$ cat src/rtl/field_ack_pkg.sv
package field_ack_pkg;
  typedef enum logic [1:0] {
    FK_CMD  = 2'd0,
    FK_LEN  = 2'd1,
    FK_DATA = 2'd2,
    FK_NONE = 2'd3
  } fkind_e;

  localparam int CODE_W = 4;
  localparam int CODES  = 1 << CODE_W;

  // one bit per command code, bit n stands for code n
  localparam logic [CODES-1:0] CODE_DEFINED = 16'hCCF9;
  localparam logic [CODES-1:0] CODE_LOCKSET = 16'hCCC8;
  localparam logic [CODES-1:0] CODE_READ    = 16'h0088;
  localparam logic [CODES-1:0] CODE_LOCKRD  = 16'h0030;
endpackage

$ cat src/rtl/field_parity.sv
module field_parity #(
  parameter int W = 8
) (
  input  logic [W-1:0] bits,
  input  logic         par,
  output logic         bad
);
  // even parity: odd total count of ones is a failure
  assign bad = ^{bits, par};
endmodule

$ cat src/rtl/cmd_judge.sv
module cmd_judge
  import field_ack_pkg::*;
#(
  parameter int ID_W = 4
) (
  input  logic [CODE_W-1:0] code,
  input  logic              rx_empty,
  input  logic              tx_empty,
  input  logic              locked,
  input  logic [ID_W-1:0]   lock_owner,
  input  logic [ID_W-1:0]   cur_master,
  output logic              reject
);
  logic             foreign;
  logic [CODES-1:0] rej_v;

  assign foreign = locked && (lock_owner != cur_master);

  for (genvar g = 0; g < CODES; g++) begin : g_code
    localparam logic [CODE_W-1:0] C = CODE_W'(g);
    assign rej_v[g] = !CODE_DEFINED[g]
                    || (C[CODE_W-1] && !rx_empty)
                    || (CODE_READ[g] && tx_empty)
                    || (CODE_LOCKSET[g] && foreign)
                    || (CODE_LOCKRD[g] && !locked);
  end

  assign reject = rej_v[code];

  always_comb begin
    a_r7_undefined_refused : assert (CODE_DEFINED[code] || reject);
  end
endmodule

$ cat src/rtl/byte_budget.sv
module byte_budget #(
  parameter int MAX_BYTES = 32,
  localparam int CNT_W = $clog2(MAX_BYTES + 1)
) (
  input  logic clk,
  input  logic rst_q,
  input  logic clr,
  input  logic inc,
  output logic room
);
  localparam logic [CNT_W:0]   MAXV = (CNT_W + 1)'(MAX_BYTES);
  localparam logic [CNT_W-1:0] MAXC = CNT_W'(MAX_BYTES);

  logic [CNT_W-1:0] cnt_q, cnt_d;
  logic             cnt_en;

  assign room = ({1'b0, cnt_q} + 1'b1) < MAXV;

  always_comb begin
    cnt_en = clr || (inc && (cnt_q != MAXC));
    cnt_d  = clr ? '0 : cnt_q + 1'b1;
  end

  always_ff @(posedge clk or negedge rst_q) begin
    if (!rst_q)      cnt_q <= '0;
    else if (cnt_en) cnt_q <= cnt_d;
  end

  a_r11_count_bounded : assert property (@(posedge clk) disable iff (!rst_q)
    cnt_q <= MAXC);
  a_r11_clear_resets : assert property (@(posedge clk) disable iff (!rst_q)
    clr |=> room || (MAX_BYTES <= 1));
endmodule

$ cat src/rtl/field_ack_unit.sv
module field_ack_unit
  import field_ack_pkg::*;
#(
  parameter int DATA_W    = 8,
  parameter int LEN_W     = 8,
  parameter int ID_W      = 4,
  parameter int MAX_BYTES = 32
) (
  input  logic              clk,
  input  logic              rst_n,
  input  logic              fld_vld,
  input  logic [1:0]        fld_kind,
  input  logic [DATA_W-1:0] fld_bits,
  input  logic              fld_par,
  input  logic              tim_err,
  input  logic              rx_empty,
  input  logic              rx_full,
  input  logic              tx_empty,
  input  logic              locked,
  input  logic [ID_W-1:0]   lock_owner,
  input  logic [ID_W-1:0]   cur_master,
  output logic              ack_vld,
  output logic              ack_ok,
  output logic              abort
);
  logic [1:0] rst_ff;
  logic       rst_q;

  always_ff @(posedge clk or negedge rst_n) begin
    if (!rst_n) rst_ff <= 2'b00;
    else        rst_ff <= {rst_ff[0], 1'b1};
  end
  assign rst_q = rst_ff[1];

  fkind_e kind;
  assign kind = fkind_e'(fld_kind);

  logic cmd_bad, len_bad, dat_bad, cmd_rej, room;

  field_parity #(.W(CODE_W)) u_par_cmd (
    .bits(fld_bits[CODE_W-1:0]), .par(fld_par), .bad(cmd_bad));
  field_parity #(.W(LEN_W)) u_par_len (
    .bits(fld_bits[LEN_W-1:0]), .par(fld_par), .bad(len_bad));
  field_parity #(.W(DATA_W)) u_par_dat (
    .bits(fld_bits), .par(fld_par), .bad(dat_bad));

  cmd_judge #(.ID_W(ID_W)) u_cmd (
    .code(fld_bits[CODE_W-1:0]), .rx_empty(rx_empty), .tx_empty(tx_empty),
    .locked(locked), .lock_owner(lock_owner), .cur_master(cur_master),
    .reject(cmd_rej));

  logic resp, is_cmd, is_dat;
  assign resp   = fld_vld && (kind != FK_NONE);
  assign is_cmd = resp && (kind == FK_CMD);
  assign is_dat = resp && (kind == FK_DATA);

  byte_budget #(.MAX_BYTES(MAX_BYTES)) u_budget (
    .clk(clk), .rst_q(rst_q), .clr(is_cmd), .inc(is_dat), .room(room));

  // timing fault memory since the previous answer
  logic tim_q, tim_d, tim_en, tim_any;
  assign tim_any = tim_q || tim_err;

  always_comb begin
    tim_en = resp || tim_err;
    tim_d  = !resp;
  end

  always_ff @(posedge clk or negedge rst_q) begin
    if (!rst_q)      tim_q <= 1'b0;
    else if (tim_en) tim_q <= tim_d;
  end

  // decision
  logic nak, stop, vld_d, ok_d, abort_d;

  always_comb begin
    nak  = 1'b0;
    stop = 1'b0;
    unique case (kind)
      FK_CMD: begin
        nak  = cmd_bad || cmd_rej || tim_any;
        stop = nak;
      end
      FK_LEN: begin
        nak  = len_bad || tim_any;
        stop = nak;
      end
      FK_DATA: begin
        nak  = dat_bad || rx_full || tim_any;
        stop = tim_any || (nak && !room);
      end
      default: begin
        nak  = 1'b0;
        stop = 1'b0;
      end
    endcase
    vld_d   = resp;
    ok_d    = resp && !nak;
    abort_d = resp && stop;
  end

  always_ff @(posedge clk or negedge rst_q) begin
    if (!rst_q) begin
      ack_vld <= 1'b0;
      ack_ok  <= 1'b0;
      abort   <= 1'b0;
    end else begin
      ack_vld <= vld_d;
      ack_ok  <= ok_d;
      abort   <= abort_d;
    end
  end

  a_r1_answer_follows : assert property (@(posedge clk) disable iff (!rst_q)
    (fld_vld && fld_kind != 2'd3) |=> ack_vld);
  a_r1_no_stray_answer : assert property (@(posedge clk) disable iff (!rst_q)
    !(fld_vld && fld_kind != 2'd3) |=> !ack_vld);
  a_r12_abort_with_nak : assert property (@(posedge clk) disable iff (!rst_q)
    abort |-> (ack_vld && !ack_ok));
  a_r2_cmd_parity_stop : assert property (@(posedge clk) disable iff (!rst_q)
    (fld_vld && fld_kind == 2'd0 && cmd_bad) |=> (!ack_ok && abort));
  a_r8_data_timing_stop : assert property (@(posedge clk) disable iff (!rst_q)
    (fld_vld && fld_kind == 2'd2 && tim_err) |=> abort);
  a_r9_len_clean_ack : assert property (@(posedge clk) disable iff (!rst_q)
    (fld_vld && fld_kind == 2'd1 && !len_bad && !tim_err && !tim_q) |=> ack_ok);
endmodule

$ cat config.mk
export PLATFORM = sky130hd
export DESIGN_NAME = field_ack_unit
export DESIGN_NICKNAME = d
export VERILOG_FILES = /design/src/rtl/field_ack_pkg.sv /design/src/rtl/field_parity.sv /design/src/rtl/cmd_judge.sv /design/src/rtl/byte_budget.sv /design/src/rtl/field_ack_unit.sv
export SDC_FILE = /design/constraint.sdc
export NUM_CORES = 1
export LEC_CHECK = 0
export ABC_CLOCK_PERIOD_IN_PS = 800
export BUFFER_PORTS_ARGS = -buffer_cell sky130_fd_sc_hd__buf_4
export CORE_MARGIN = 10
export CORE_UTILIZATION = 45
export DETAILED_ROUTE_END_ITERATION = 10
export PLACE_DENSITY_LB_ADDON = 0.3
export SETUP_SLACK_MARGIN = 0.2
export SLEW_MARGIN = 10
export SYNTH_ARGS = -nofsm -noshare
export SYNTH_HDL_FRONTEND = slang
export SYNTH_SLANG_ARGS = --single-unit
$ cat constraint.sdc
create_clock -name clk -period 0.8 [get_ports clk]
set_input_delay 0.04 -clock clk [delete_from_list [all_inputs] [get_ports clk]]
set_output_delay 0.04 -clock clk [all_outputs]
set_load 0.005 [all_outputs]
==> run_results.csv, run 1 <==
group,metric,value,unit
run_status,status,"finished, violations left",
run_status,violations,"setup timing",
sta,skew,0.00409,ns
cts,clock-sinks,12,
route,wl_per_cell,16.3,um
route,drtIter0Drc,21,
placed_design,io_buffers,29,
yosys,syn_nets,106,
yosys,async_flop_share,100,%
worst_setup_path,critPathMaxFanout,5,
route,wl,2480,um
layout,num_antenna_cells,0,
grt,grt_pass1_vias,829,
sta,hold_viol,0,
grt,grt_pass1_wl,3790,um
worst_setup_path,crit_buf_inv,1,
floorplan,dieHeight,61.2,um
sta,slew_viol_final,0,
yosys,synthDistinctLibCells,27,
worst_setup_path,cp_slowest_cell,"dfrtp_1",
cts,cts_tree,"yes",
yosys,yosys-top-cells-count,"dfrtp_1, nor2_1, xor2_1",
cts,cts-root-buf,"clkbuf_4",
worst_setup_path,cp_common_cell,"nand2_1",
power_and_ir_drop,p_leak,0.653,nW
placed_design,placed_cells,142,
route,dr_total_vias,810,
worst_setup_path,end_kind,"register",
min_path,hold_depth,3,
cts,h-tree-depth,1,
floorplan,die_w,61.2,um
route,avgViaCountPerCell,5.33,
sta,period_needed,1.48,ns
floorplan,row_count,14,
worst_setup_path,cp.arrival,1.66,ns
worst_setup_path,critPathTopFamily,"flip-flops",
route,postRouteAntennaNets,0,
layout,fin_nets,166,
cts,numCtsBuffers,3,
worst_setup_path,worstReg2RegStart,"u_budget.cnt_q[0]",
yosys,yosysTopAreaCellShare,39.3,%
yosys,yosysMostFrequentCell,"dfrtp_1",
yosys,postSynthAreaPerCell,9.93,um^2
grt,grt_usage,13.8,%
floorplan,die_area,3750,um^2
yosys,synth_ff_type,"dfrtp_1",
layout,syn2layout_area_growth,68.4,%
worst_setup_path,worst-setup-path-type,"reg -> reg",
grt,grt-ovfl-total,0,
layout,post-route-util,82.6,%
placed_design,dp_hpwl,1790,um
floorplan,start_util,49.0,%
power_and_ir_drop,vdd_drop_max,1.39,mV
route,first_pass_iters,4,
layout,drive_gt1_share,50.0,%
worst_setup_path,path_cells,"inv_1 > ha_1 > nand2_1 > o41a_1 > nand2_1 > xor2_1 > nor2_1",
yosys,synth.ff_latch_count,12,
layout,fin_cells,152,
sta,min_period_over_period,186,%
yosys,synth_edf_count,0,
power_and_ir_drop,pwr_density_cell,1530,nW/um^2
yosys,synthTopCellsByArea,"dfrtp_1, xor2_1, xnor2_1",
worst_setup_path,worstRegToRegCells,7,
route,drcViolationCount,0,
min_path,hold_path.class,"in -> reg",
cts,cts.clk_slew.worst_paths,0.07,ns
job,maxCapViolations,0,
worst_setup_path,rr_endpoint,"u_budget.cnt_q[2]",
sta,setup_viol,12,
yosys,yosysTopAreaCell,"dfrtp_1",
yosys,netlist_area,764,um^2
placed_design,gp_congestion,0.817,
yosys,syn-instance-count,77,
yosys,yosysWarningCount,0,
grt,grt_max_degree,11,
floorplan,io_pins,30,
sta,fmax,0.674,GHz
cts,clock_latency,0.27,ns
sta,whs,0.0490,ns
sta,setup_ws,-0.684,ns
placed_design,place_ws,-0.758,ns
worst_setup_path,rrSetupSlack,-0.68,ns
min_path,hold_end,"abort",
sta,rsz0062_at_grt,"yes",
worst_setup_path,start_kind,"register",
min_path,min_from,"rx_full",
grt,antenna_found_initial,0,
cts,ctsLongestPathBuffers,2,
worst_setup_path,crit_required,0.97,ns
worst_setup_path,crit_path_max_incr_delay,0.41,ns
yosys,yosysSeqAreaShare,39.3,%
floorplan,core,1560,um^2
area by class of cell:
type	count	area [um^2]
fill	85	272
sequential	12	300
inverter	6	22.5
multi-input combinational	59	470
tap	16	20.0
clock buffer	4	36.3
timing repair buffer	55	438
worst min-delay path: cells and delay by family:
kind / cells / cell delay, ns
buffers and inverters: 1 / 0.08
AO/OA/AOI/OAI: 1 / 0.11
AND/OR/NAND/NOR: 1 / 0.04
worst max path at each step:
| stage | slack, ns | to | depth (start not counted) | startpoint |
|---|---|---|---|---|
| finish | -0.68 | u_budget.cnt_q[2] | 7 | u_budget.cnt_q[0] |
| global route | -0.79 | u_budget.cnt_q[2] | 7 | u_budget.cnt_q[0] |
| CTS | -0.68 | u_budget.cnt_q[2] | 7 | u_budget.cnt_q[0] |
| detailed placement | -0.76 | abort | 8 | fld_bits[1] |
| global placement | -0.74 | ack_ok | 6 | fld_bits[1] |
| floorplan | -0.61 | u_budget.cnt_q[3] | 7 | u_budget.cnt_q[0] |
layout by cell type (no fill, tap or decap), types with 2 or more instances in the layout:
| cell type | n |
|---|---|
| a21oi_1 | 4 |
| buf_4 | 48 |
| buf_6 | 6 |
| clkbuf_4 | 3 |
| dfrtp_1 | 12 |
| inv_1 | 6 |
| nand2_1 | 7 |
| nand4_1 | 2 |
| nor2_1 | 8 |
| nor3_1 | 2 |
| nor4_2 | 2 |
| o32ai_2 | 2 |
| xnor2_1 | 6 |
| xor2_1 | 9 |
kinds of logic (layout without fill, tap and decap cells):
group                    after synthesis  count (layout)  synth area share (%)
AND/OR/NAND/NOR                       28              28                  19.1
XOR/XNOR                              16              16                  20.1
flip-flops                            12              12                  39.3
AO/OA/AOI/OAI                         10              10                  11.5
buffers and inverters                  6              65                  2.95
adder cells (fa/ha/maj)                2               2                  3.27
multiplexers                           2               2                  3.27
other                                  1               1                 0.491
routing by layer:
layer / share of wire (%) / GRT usage [%] / wire length [um]
met1: 39 / 14.2 / 958
met2: 52 / 24.6 / 1290
met3: 7.6 / 4.73 / 189
met4: 2.0 / 6.51 / 50
met5: 0 / 0 / 0
state kept, by name, summed over array words and instances, names as in the netlist:
name	cells
rst_ff	2
ack_ok	1
abort	1
u_budget.cnt_q	6
tim_q	1
ack_vld	1
repair_timing:
item                                    in CTS  in global routing
hold buffers                                 1                  0
gates resized for setup                      8                  3
pin swaps                                    9                  8
endpoints found under the hold margin        2                  0
endpoints found under the setup margin      12                 12
setup buffers                                2                  3
where the power goes:
group	leakage (nW)	internal, mW	total, mW	switching (mW)
sequential	0.156	0.668	0.729	0.0612
clock	0.0210	0.277	0.474	0.197
combinational	0.476	0.471	0.771	0.300
total	0.653	1.42	1.97	0.558
per-stage QoR:
stage	total power [mW]	TNS (ns)	area, um^2
after CTS	1.90	-4.77	1250
after global routing	2.08	-5.82	1290
after global placement	1.34	-4.44	1150
after detailed placement	1.37	-4.77	1150
after floorplan	1.01	-3.81	767
final	1.97	-5.11	1290
(Power assumes the default switching activity.)
==> run 2, diff against run 1 <==
- RECOVER_POWER: default -> 100
==> run_results.csv, run 2 (synthesized netlist as in run 1, its figures left out) <==
group,metric,value,unit
cts,cts-root-buf,"clkbuf_4",
run_status,status,"finished, violations left",
sta,period_needed,1.50,ns
placed_design,io_buffers,29,
cts,cts.clk_slew.worst_paths,0.07,ns
layout,fin_area,1280,um^2
route,dr_total_vias,818,
layout,largest_registers,"u_budget.cnt_q (6), rst_ff (2)",
grt,grt-ovfl-total,0,
worst_setup_path,cp.arrival,1.68,ns
worst_setup_path,end_kind,"register",
layout,fin_nets,166,
grt,grt_usage,13.8,%
worst_setup_path,worst-setup-path-type,"reg -> reg",
min_path,min_from,"rx_full",
layout,regMostFlops,"u_budget.cnt_q",
cts,ctsLongestPathBuffers,2,
worst_setup_path,worstReg2RegStart,"u_budget.cnt_q[1]",
floorplan,io_pins,30,
layout,ff_latch_area,300,um^2
worst_setup_path,rr_endpoint,"abort",
grt,grt_max_degree,11,
route,wl_per_cell,16.5,um
sta,hold_viol,0,
min_path,hold_depth,3,
route,drcViolationCount,0,
floorplan,row_count,14,
layout,fin_cells,152,
power_and_ir_drop,p_leak,0.646,nW
sta,min_period_over_period,188,%
sta,setup_viol,12,
placed_design,gp_congestion,0.817,
sta,rsz0062_at_grt,"yes",
floorplan,core,1560,um^2
layout,drive_gt1_share,48.5,%
grt,antenna_found_initial,0,
route,avgViaCountPerCell,5.38,
cts,h-tree-depth,1,
layout,num_antenna_cells,0,
run_status,violations,"setup timing",
layout,layout_common_cells,"buf_4, dfrtp_1, xor2_1",
sta,fmax,0.667,GHz
floorplan,dieHeight,61.2,um
sta,slew_viol_final,0,
placed_design,postPlaceCellArea,1150,um^2
placed_design,dp_hpwl,1790,um
grt,grt_pass1_wl,3790,um
sta,skew,0.00409,ns
cts,clock-sinks,12,
cts,cts_tree,"yes",
job,maxCapViolations,0,
worst_setup_path,worstRegToRegCells,6,
floorplan,die_area,3750,um^2
grt,grt_pass1_vias,829,
sta,setup_ws,-0.700,ns
layout,multi_input_area,470,um^2
layout,syn2layout_area_growth,67.4,%
cts,numCtsBuffers,3,
power_and_ir_drop,pwr_density_cell,1540,nW/um^2
layout,fillers,87,
worst_setup_path,critPathMaxFanout,2,
floorplan,die_w,61.2,um
min_path,hold_path.class,"in -> reg",
cts,clock_latency,0.27,ns
worst_setup_path,start_kind,"register",
layout,largest_reg_flops,6,
route,wl,2500,um
sta,whs,0.0537,ns
route,drtIter0Drc,21,
layout,layout_commonest_cell,"buf_4",
floorplan,start_util,49.0,%
power_and_ir_drop,power,1.97,mW
placed_design,placed_cells,142,
layout,post-route-util,82.1,%
power_and_ir_drop,vdd_drop_max,1.39,mV
worst_setup_path,rrSetupSlack,-0.70,ns
worst_setup_path,crit_required,0.98,ns
route,postRouteAntennaNets,0,
min_path,hold_end,"abort",
route,first_pass_iters,4,
run 2: changes by cell type in the layout (fill, tap and decap cells not counted), sizes merged:
cell	before	now
buf	54	52
clkbuf	4	6
run 2: where the power goes:
part           total (mW)  switching (mW)  internal [mW]  leakage, nW
registers           0.729          0.0612          0.668        0.156
logic               0.768           0.301          0.467        0.469
clock network       0.473           0.196          0.277       0.0210
run 2: how the worst max path moves through the flow:
stage	from	end	slack (ns)	cells after the start
after floorplan	u_budget.cnt_q[0]	u_budget.cnt_q[3]	-0.61	7
after global placement	fld_bits[1]	ack_ok	-0.74	6
after detailed placement	fld_bits[1]	abort	-0.76	8
after CTS	u_budget.cnt_q[0]	u_budget.cnt_q[2]	-0.68	7
after global routing	u_budget.cnt_q[0]	u_budget.cnt_q[2]	-0.79	7
final	u_budget.cnt_q[1]	abort	-0.70	6
run 2: final cells by class:
cell class	count	area share (%)
Clock buffer	4	2.83
Inverter	6	1.76
Multi-Input combinational cell	59	36.8
Sequential cell	12	23.5
Tap cell	16	1.56
Timing Repair Buffer	55	33.6
run 2: worst max-delay path, stage by stage, from the launching register on:
cell      delay (ns)
dfrtp_1         0.37
buf_6           0.11
and3_4          0.19
nand3_1         0.11
mux2i_1         0.15
a2111o_1        0.38
o32ai_2         0.10
run 2: repair_timing:
item,in CTS,in global routing
endpoints found under the hold margin,2,0
hold buffers,1,0
pin swaps,9,8
gates resized for setup,8,3
setup endpoints to repair,12,12
buffers inserted,2,3
run 2: per-layer routing:
metal / global-route usage (%) / routed length (um) / vias up
met2: 24.6 / 1290 / 36
met3: 4.73 / 187 / 7
met1: 14.2 / 975 / 384
met5: 0 / 0 / -
met4: 6.51 / 47 / 0
li1: - / - / 391
run 2: stage by stage:
step | setup slack [ns] | TNS [ns]
2_1_floorplan | -0.610 | -3.81
3_3_place_gp | -0.738 | -4.44
3_5_place_dp | -0.758 | -4.77
4_1_cts | -0.683 | -4.77
5_1_grt | -0.786 | -5.82
6_report | -0.700 | -5.15
